`config.mk`:
```
export PLATFORM = sky130hd
export DESIGN_NAME = sbus_timebase
export DESIGN_NICKNAME = d
export VERILOG_FILES = /design/src/rtl/sbus_pkg.sv /design/src/rtl/sbus_sync.sv /design/src/rtl/sbus_edge_tick.sv /design/src/rtl/sbus_offset_norm.sv /design/src/rtl/sbus_pos_counter.sv /design/src/rtl/sbus_timebase.sv
export SDC_FILE = /design/constraint.sdc
export NUM_CORES = 1
export LEC_CHECK = 0
export ABC_AREA = 1
export ABC_CLOCK_PERIOD_IN_PS = 4300
export CAP_MARGIN = 40
export CORE_ASPECT_RATIO = 0.6
export CORE_UTILIZATION = 49
export DETAILED_ROUTE_END_ITERATION = 8
export GPL_TIMING_DRIVEN = 0
export PLACE_DENSITY = 0.77
export SYNTH_ARGS = -nofsm -noshare
export SYNTH_HDL_FRONTEND = slang
export SYNTH_SLANG_ARGS = --single-unit
```
`constraint.sdc`:
```
create_clock -name clk -period 4.3 [get_ports clk]
set_clock_uncertainty 0.15 [all_clocks]
set_input_delay 0.645 -clock clk [delete_from_list [all_inputs] [get_ports clk]]
set_output_delay 0.645 -clock clk [all_outputs]
set_load 0.02 [all_outputs]
```
`src/rtl/sbus_pkg.sv`:
```
// Shared widths and frame lengths for the serial bus timebase.
// Assumes both frame lengths fit in POS_W bits.
package sbus_pkg;
    localparam int unsigned POS_W   = 9;
    localparam int unsigned SLOT_W  = 5;
    localparam int unsigned T1_BITS = 193;
    localparam int unsigned E1_BITS = 256;
    typedef logic [POS_W-1:0] pos_t;
endpackage

```
`src/rtl/sbus_sync.sv`:
```
// Multi-stage synchronizer for asynchronous pin levels.
// Assumes each input level lasts longer than STAGES clk cycles.
module sbus_sync #(
    parameter int unsigned WIDTH  = 2,
    parameter int unsigned STAGES = 2
) (
    input  logic             clk,
    input  logic             rst_n,
    input  logic [WIDTH-1:0] d,
    output logic [WIDTH-1:0] q
);
    logic [WIDTH-1:0] stage [STAGES];

    // shift the pin levels through the synchronizing stages
    always_ff @(posedge clk) begin
        if (!rst_n) begin
            for (int i = 0; i < STAGES; i++) stage[i] <= '0;
        end else begin
            stage[0] <= d;
            for (int i = 1; i < STAGES; i++) stage[i] <= stage[i-1];
        end
    end

    assign q = stage[STAGES-1];
endmodule

```
`src/rtl/sbus_edge_tick.sv`:
```
// Selects the rising or falling edge of a synchronized bus clock and
// optionally halves the edge stream for double-rate buses.
// Assumes the pin toggles no faster than every second clk cycle.
module sbus_edge_tick (
    input  logic clk,
    input  logic rst_n,
    input  logic pin,
    input  logic use_fall,
    input  logic halve,
    output logic tick
);
    logic pin_q;
    logic phase;
    logic hit;

    // edge of the chosen polarity
    always_comb hit = use_fall ? (pin_q & ~pin) : (pin & ~pin_q);

    // pass every edge, or every second edge when halving
    always_comb tick = hit & (~halve | phase);

    // previous pin level and divide-by-two phase
    always_ff @(posedge clk) begin
        if (!rst_n) begin
            pin_q <= 1'b0;
            phase <= 1'b0;
        end else begin
            pin_q <= pin;
            if (hit) phase <= ~phase;
        end
    end
endmodule

```
`src/rtl/sbus_offset_norm.sv`:
```
// Reduces the programmed offset modulo the active frame length by
// repeated conditional subtraction.
// Assumes the shorter frame is no longer than 2**POS_W.
module sbus_offset_norm #(
    parameter int unsigned POS_W   = 9,
    parameter int unsigned T1_BITS = 193,
    parameter int unsigned E1_BITS = 256
) (
    input  logic             e1,
    input  logic [POS_W-1:0] raw,
    output logic [POS_W-1:0] norm
);
    localparam int unsigned MAX_SUB = ((2 ** POS_W) - 1) / T1_BITS;

    logic [POS_W-1:0] len;
    logic [POS_W-1:0] v;

    // conditional subtraction chain bounded by the worst-case quotient
    always_comb begin
        len = e1 ? POS_W'(E1_BITS) : POS_W'(T1_BITS);
        v   = raw;
        for (int i = 0; i < MAX_SUB; i++) begin
            if (v >= len) v = v - len;
        end
        norm = v;
    end
endmodule

```
`src/rtl/sbus_pos_counter.sv`:
```
// Bit position counter with load, wrap strobe and slot decode.
// Assumes tick and load are single clk-cycle qualifiers.
module sbus_pos_counter #(
    parameter int unsigned POS_W   = 9,
    parameter int unsigned SLOT_W  = 5,
    parameter int unsigned T1_BITS = 193,
    parameter int unsigned E1_BITS = 256
) (
    input  logic              clk,
    input  logic              rst_n,
    input  logic              tick,
    input  logic              load,
    input  logic [POS_W-1:0]  load_val,
    input  logic              e1,
    output logic [POS_W-1:0]  pos,
    output logic [SLOT_W-1:0] slot,
    output logic              wrap
);
    logic [POS_W-1:0] last;

    // final bit index of the active frame
    always_comb last = e1 ? POS_W'(E1_BITS - 1) : POS_W'(T1_BITS - 1);

    // count, load from sync, and flag a counted wrap
    always_ff @(posedge clk) begin
        if (!rst_n) begin
            pos  <= '0;
            wrap <= 1'b0;
        end else begin
            wrap <= 1'b0;
            if (tick) begin
                if (load) begin
                    pos <= load_val;
                end else if (pos >= last) begin
                    pos  <= '0;
                    wrap <= 1'b1;
                end else begin
                    pos <= pos + 1'b1;
                end
            end
        end
    end

    // slot index, skipping the leading framing bit in 193-bit frames
    always_comb begin
        if (e1) slot = SLOT_W'(pos >> 3);
        else if (pos == '0) slot = '0;
        else slot = SLOT_W'((pos - 1'b1) >> 3);
    end
endmodule

```
`src/rtl/sbus_timebase.sv`:
```
// Frame timebase for a serial TDM system bus: edge selection, optional
// clock halving, bidirectional frame sync with offset alignment, and
// free-running position counters.
// Assumes clk is more than twice as fast as bus_clk.
module sbus_timebase
    import sbus_pkg::*;
#(
    parameter int unsigned SYNC_STAGES = 2
) (
    input  logic              clk,
    input  logic              rst_n,
    input  logic              bus_clk,
    input  logic              sync_in,
    input  logic              cfg_e1,
    input  logic              cfg_dbl,
    input  logic              cfg_data_fall,
    input  logic              cfg_sync_fall,
    input  logic [POS_W-1:0]  cfg_offset,
    input  logic              dir_load,
    input  logic              dir_out,
    output logic              sync_out,
    output logic              sync_oe,
    output logic              data_tick,
    output logic [POS_W-1:0]  bit_idx,
    output logic [SLOT_W-1:0] slot_idx,
    output logic              frame_start
);
    logic [1:0] pins_s;
    logic       bclk_s;
    logic       sync_s;
    logic       sync_tick;
    logic       sync_prev;
    logic       dir_q;
    logic       load;
    pos_t       offs_norm;

    sbus_sync #(.WIDTH(2), .STAGES(SYNC_STAGES)) u_sync (
        .clk(clk), .rst_n(rst_n), .d({sync_in, bus_clk}), .q(pins_s)
    );
    assign bclk_s = pins_s[0];
    assign sync_s = pins_s[1];

    sbus_edge_tick u_sync_edge (
        .clk(clk), .rst_n(rst_n), .pin(bclk_s),
        .use_fall(cfg_sync_fall), .halve(cfg_dbl), .tick(sync_tick)
    );

    sbus_edge_tick u_data_edge (
        .clk(clk), .rst_n(rst_n), .pin(bclk_s),
        .use_fall(cfg_data_fall), .halve(cfg_dbl), .tick(data_tick)
    );

    sbus_offset_norm #(.POS_W(POS_W), .T1_BITS(T1_BITS), .E1_BITS(E1_BITS)) u_norm (
        .e1(cfg_e1), .raw(cfg_offset), .norm(offs_norm)
    );

    // sync pin level seen at the previous counting edge
    always_ff @(posedge clk) begin
        if (!rst_n) sync_prev <= 1'b0;
        else if (sync_tick) sync_prev <= sync_s;
    end

    // sync pin direction register
    always_ff @(posedge clk) begin
        if (!rst_n) dir_q <= 1'b0;
        else if (dir_load) dir_q <= dir_out;
    end

    // low-to-high sync input in input mode realigns the counter
    always_comb load = ~dir_q & sync_s & ~sync_prev;

    sbus_pos_counter #(
        .POS_W(POS_W), .SLOT_W(SLOT_W), .T1_BITS(T1_BITS), .E1_BITS(E1_BITS)
    ) u_cnt (
        .clk(clk), .rst_n(rst_n), .tick(sync_tick), .load(load),
        .load_val(offs_norm), .e1(cfg_e1), .pos(bit_idx), .slot(slot_idx),
        .wrap(frame_start)
    );

    // output sync marks the offset bit for one bus bit
    always_comb sync_out = dir_q & (bit_idx == offs_norm);
    assign sync_oe = dir_q;
endmodule

```
# Word level (Yosys, flattened, before mapping)
# Memory sizes are Yosys's and may differ from the RTL's.
# Cells that the tools add are included.
[op_classes] addsub=4 n_mul=0 div=0 magnitude_cmp=3 n_eq_ne=1 shift=0 mux=15 n_bitwise=20 reduce_logical=2
[ops] op="$mux 9" n=5
[ops] op="$ge 9x9->1" n=2
[ops] op="$sub 9x9->9" n=2
[ops] op="$mux 5" n=2
[ops] op="$add 9x1->9 const B" n=1
[ops] op="$eq 9x9->1" n=1
[ops] op="$ge 9x8->1" n=1
[ops] op="$logic_not 9->1" n=1
[ops] op="$not 1->1" n=9
[ops] op="$sub 8x1->8 const B" n=1
[ops] op="$and 1x1->1" n=7
[ops] op="$mux 6" n=1
[ops] op="$mux 1" n=5
[ops] op="$mux 2" n=2
[ops] op="$or 1x1->1" n=4
[ops] op="$reduce_or 3->1" n=1
[word_totals] regBits=15 latch_bits=0 mem_bits_rw=4 romBits=0 input_bits=19 out_inout_bits=18 elab_cells=53 mem_count=1
[memory_table] name="u_sync.stage" words=2 width=2 read_ports=2 rd_ports_with_merged_regs=0 write_ports=2 line="sbus_sync.sv:12" rtl="logic [WIDTH-1:0] stage [STAGES];"

# Depth between registers and ports, before layout
[logic_depth] depth_word=7 ltp_mapped=28 ltp_nobuf=28

# Modules after synthesis
# A second synthesis with hierarchy kept.
[unflattened] cells_unflattened=414 hier_area_um2=2598.7
[by_module_without_submodules] mod="sbus_offset_norm" instances=1 cells_each=169 area_per_inst_um2=1032.2 seq_area_each_um2=0.0
[by_module_without_submodules] mod="sbus_pos_counter" instances=1 cells_each=154 area_per_inst_um2=996.0 seq_area_each_um2=200.2
[by_module_without_submodules] mod="sbus_timebase" instances=1 cells_each=47 area_per_inst_um2=235.2 seq_area_each_um2=40.0
[by_module_without_submodules] mod="sbus_edge_tick" instances=2 cells_each=15 area_per_inst_um2=105.1 seq_area_each_um2=40.0
[by_module_without_submodules] mod="sbus_sync" instances=1 cells_each=14 area_per_inst_um2=125.1 seq_area_each_um2=80.1

# Worst setup path before layout
# No wires, ideal clock.
[synth_path] path_type="input port to output port" start="input cfg_e1" end="output sync_out" t_arrival_ps=3789 t_required_ps=3505 setup_slack_ps=-284 stages=28 path_buffers=0 cell_sequence="inv_1 -> ha_1 -> ha_1 -> nand3_1 -> nand3b_1 -> nand2_1 -> nand2_1 -> a21oi_1 -> or2_2 -> nand2_1 -> nand2_1 -> o21ai_0 -> inv_1 -> ha_1 -> nand2_1 -> inv_1 -> nand3_1 -> nor2_1 -> nand2_1 -> nor2_1 -> nor2_4 -> nand3_1 -> nand2_1 -> nand2_1 -> nand2_1 -> nor2_1 -> nand3_1 -> nor3_2"
[synth_between] elab_chain_cells=7 elab_cells_between_ends=9
[synth_rtl] element="from (decl)" line="sbus_timebase.sv:14" rtl="input logic cfg_e1,"
[synth_rtl] element="$mux 9 (*)" line="sbus_offset_norm.sv:20" rtl="len = e1 ? POS_W'(E1_BITS) : POS_W'(T1_BITS);"
[synth_rtl] element="$sub 9x9->9 or $ge 9x9->1 (tied branches)" line="sbus_offset_norm.sv:23" rtl="if (v >= len) v = v - len;"
[synth_rtl] element="$mux 9" line="sbus_offset_norm.sv:23"
[synth_rtl] element="$sub 9x9->9 or $ge 9x9->1 (tied branches)" line="sbus_offset_norm.sv:23"
[synth_rtl] element="$mux 9 (*)" line="sbus_offset_norm.sv:23"
[synth_rtl] element="$eq 9x9->1 (*)" line="sbus_timebase.sv:81" rtl="always_comb sync_out = dir_q & (bit_idx == offs_norm);"
[synth_rtl] element="$and 1x1->1 (*)" line="sbus_timebase.sv:81"
[synth_rtl] element="to (decl)" line="sbus_timebase.sv:21" rtl="output logic sync_out,"
# Mark *: on every way between the ends. The rest lies on a longest branch, timed or not.

# Worst setup path in the final report
# Same ends and word-level chain as after synthesis.

==> metrics.txt <==
VDD IR max 0.1679 mV; Final Cycle Share 111.5%; Arrival @ worst endpoint 4.00 ns; Worst Path Max Fanout 7; Final Hold Fails 0; count of boundary I/O pins 37; Rel. slew slack 60.77%; Core Rows 18; initial antenna violation count 0; total gr overflow 0; NumNets Final 492; Slew @ Worst Pin 0.5884 ns; final core utilization 80.08%; final setup vio count 2; Post-Syn Area per Cell 6.081 µm²; vias in the first global route 2575; Die X 90.54 µm; # diodes 0; H-Tree Depth 1; leak pwr 1.567 nW; CTS tree yes; Slew Limit Fails 0; CTS root buffer clkbuf_8; element type at the critical path start input port; CP peak stage delay 0.26 ns; Ys Warns 0; Post-route DRC 0; post-synthesis cell type count 34; vias per cell 5.815; fmax 208.6 MHz; flop2flop setup slack 1.60 ns; ratio of cells with drive above 1 in the final layout 30.40%; Power Density 277.4 nW/µm²; Die H 55.13 µm; WP data required 3.50 ns; area delta synth->final 49.46%; CP Class in2out; Placed Area 2868 µm²; Tightest Hold Check Type reg2reg; Worst-path clk slew 0.07 ns; Bufs on Longest Clock Path 2; buffers added on ports 36; initial drt markers 331; Cells after Synth 379; CP max-delay cell ha_4; gp weighted congestion 0.9299; fin crit period 4.793 ns; flops & latches, synth 19; Detail Route Antenna Nets 0; DRT Pass-1 Iters 5; Worst-Skew Late Latency 0.26 ns; CTS buffer count 3; Max-cap violations 0; DPL Wire Length 5408 µm; outcome complete, but fails checks; setup ws final -0.4928 ns; largest net degree at the start of global routing 13; clock sink count 19; Post-Syn Area 2305 µm²; Worst Setup End Kind output port; GRT Total Usage 32.36%; Die ar. 4991 µm²; Mapped Nets 416; register area share after synthesis 16.50%; RSZ-0062 raised after global routing true; Initial Util 53.58%; first-pass GRT wire length 12330 µm; final instance area 3445 µm²; CORE AREA 4302 µm²; drt total wl 8283 µm; WL/cell 16.11 µm; failing checks negative setup slack; DR vias 2989
## metal layers
metal	global-route usage [%]	routed length [µm]	vias to the layer above
met3	7.240	994	41
met2	49.87	3445	209
met4	13.17	242	0
met1	44.38	3601	1332
met5	0	0	-
li1	-	-	1407
## path summary, 6_finish.rpt
check / start / end / cells after the start
max reg2reg: u_cnt.pos[2] / u_cnt.pos[0] / 10
max: cfg_e1 / sync_out / 30
min reg2reg: u_sync.stage[0][1] / u_sync.stage[0][3] / 2
min: u_sync.stage[0][1] / u_sync.stage[0][3] / 2
## Yosys cell counts, drive strengths merged
cell    number  area, µm²
nand2      104      427.9
inv         54      202.7
nand3       42      250.2
nor2        33      156.4
o21ai       25      128.9
a21oi       21      116.4
dfxtp       19      380.4
ha          18      225.2
nand4       12      75.07
xor2         9      78.83
clkbuf       8      30.03
nor3         8      45.04
a31oi        5      31.28
or2          5      31.28
nor4         4      25.02
buf          3      27.52
a221oi       2      17.52
nand3b       2      15.01
a21boi       1      7.510
o211ai       1      7.510
o21a         1      7.510
o311ai       1      8.760
xnor2        1      8.760
## per-stage QoR
| stage | hold slack (ns) | setup TNS [ns] | std cells | worst slack, ns | total power [mW] |
|---|---|---|---|---|---|
| after floorplan | 0.2405 | -0.1137 | 379 | -0.1137 | 0.5030 |
| after global placement | 0.2446 | -7.346 | 475 | -2.039 | 0.5960 |
| after detailed placement | 0.2518 | -7.797 | 475 | -2.104 | 0.6061 |
| after CTS | 0.2700 | -0.5835 | 509 | -0.3338 | 0.8447 |
| after global routing | 0.3124 | -1.250 | 514 | -0.6777 | 1.005 |
| final | 0.2663 | -0.9253 | 514 | -0.4928 | 0.9555 |
## layout by cell type, fill, tap and decap left out, types with 8 or more instances in the layout
master            n
a21oi_1          17
buf_4            32
clkbuf_1          8
clkdlybuf4s50_1  27
dfxtp_1          19
ha_1              9
ha_4              8
inv_1            46
nand2_1          78
nand2_2          18
nand2_4           8
nand3_1          20
nand3_2          17
nand4_1          12
nor2_1           21
o21ai_0          20
xor2_1            9
## report_power, final
part           internal (mW)  switching (mW)  leakage [nW]
Sequential             0.182         0.00515         0.155
Combinational          0.271           0.370          1.39
Clock                 0.0653          0.0617        0.0217
## critical path: cells and delay by family
family	cells	cell delay, ns
adder cells (fa/ha/maj)	3	0.58
AND/OR/NAND/NOR	19	2.11
AO/OA/AOI/OAI	2	0.12
buffers and inverters	6	0.54
## cell type report
type                            count  area (µm²)
Clock inverter                      1       7.507
Fill cell                         289       857.1
Clock buffer                        3       41.29
Timing Repair Buffer               71       633.1
Buffer                             11       75.07
Inverter                           54       216.5
Multi-Input combinational cell    295        2016
Tap cell                           60       75.07
Sequential cell                    19       380.4
## timing repair
item / 4_1_cts / 5_1_grt
buffers inserted: 29 / 5
gates resized for setup: 59 / 35
hold buffers: 0 / 0
endpoints found under the setup margin: 10 / 2
pin swaps: 28 / 27
gates cloned: 1 / 0
## registers in the layout (all words and copies together), names as in the netlist
signal	count
u_data_edge.pin_q	1
u_cnt.wrap	1
sync_oe	1
u_sync.stage	4
u_sync_edge.phase	1
sync_prev	1
u_data_edge.phase	1
u_cnt.pos	9
## cell families (layout without fill, tap and decap cells)
family                   after synthesis  in the layout  synth area share (%)
adder cells (fa/ha/maj)               18             18                 9.772
AND/OR/NAND/NOR                      210            210                 44.52
flip-flops                            19             19                 16.50
AO/OA/AOI/OAI                         57             57                 14.12
buffers and inverters                 65            140                 11.29
XOR/XNOR                              10             10                 3.800
(Power assumes the default switching activity.)
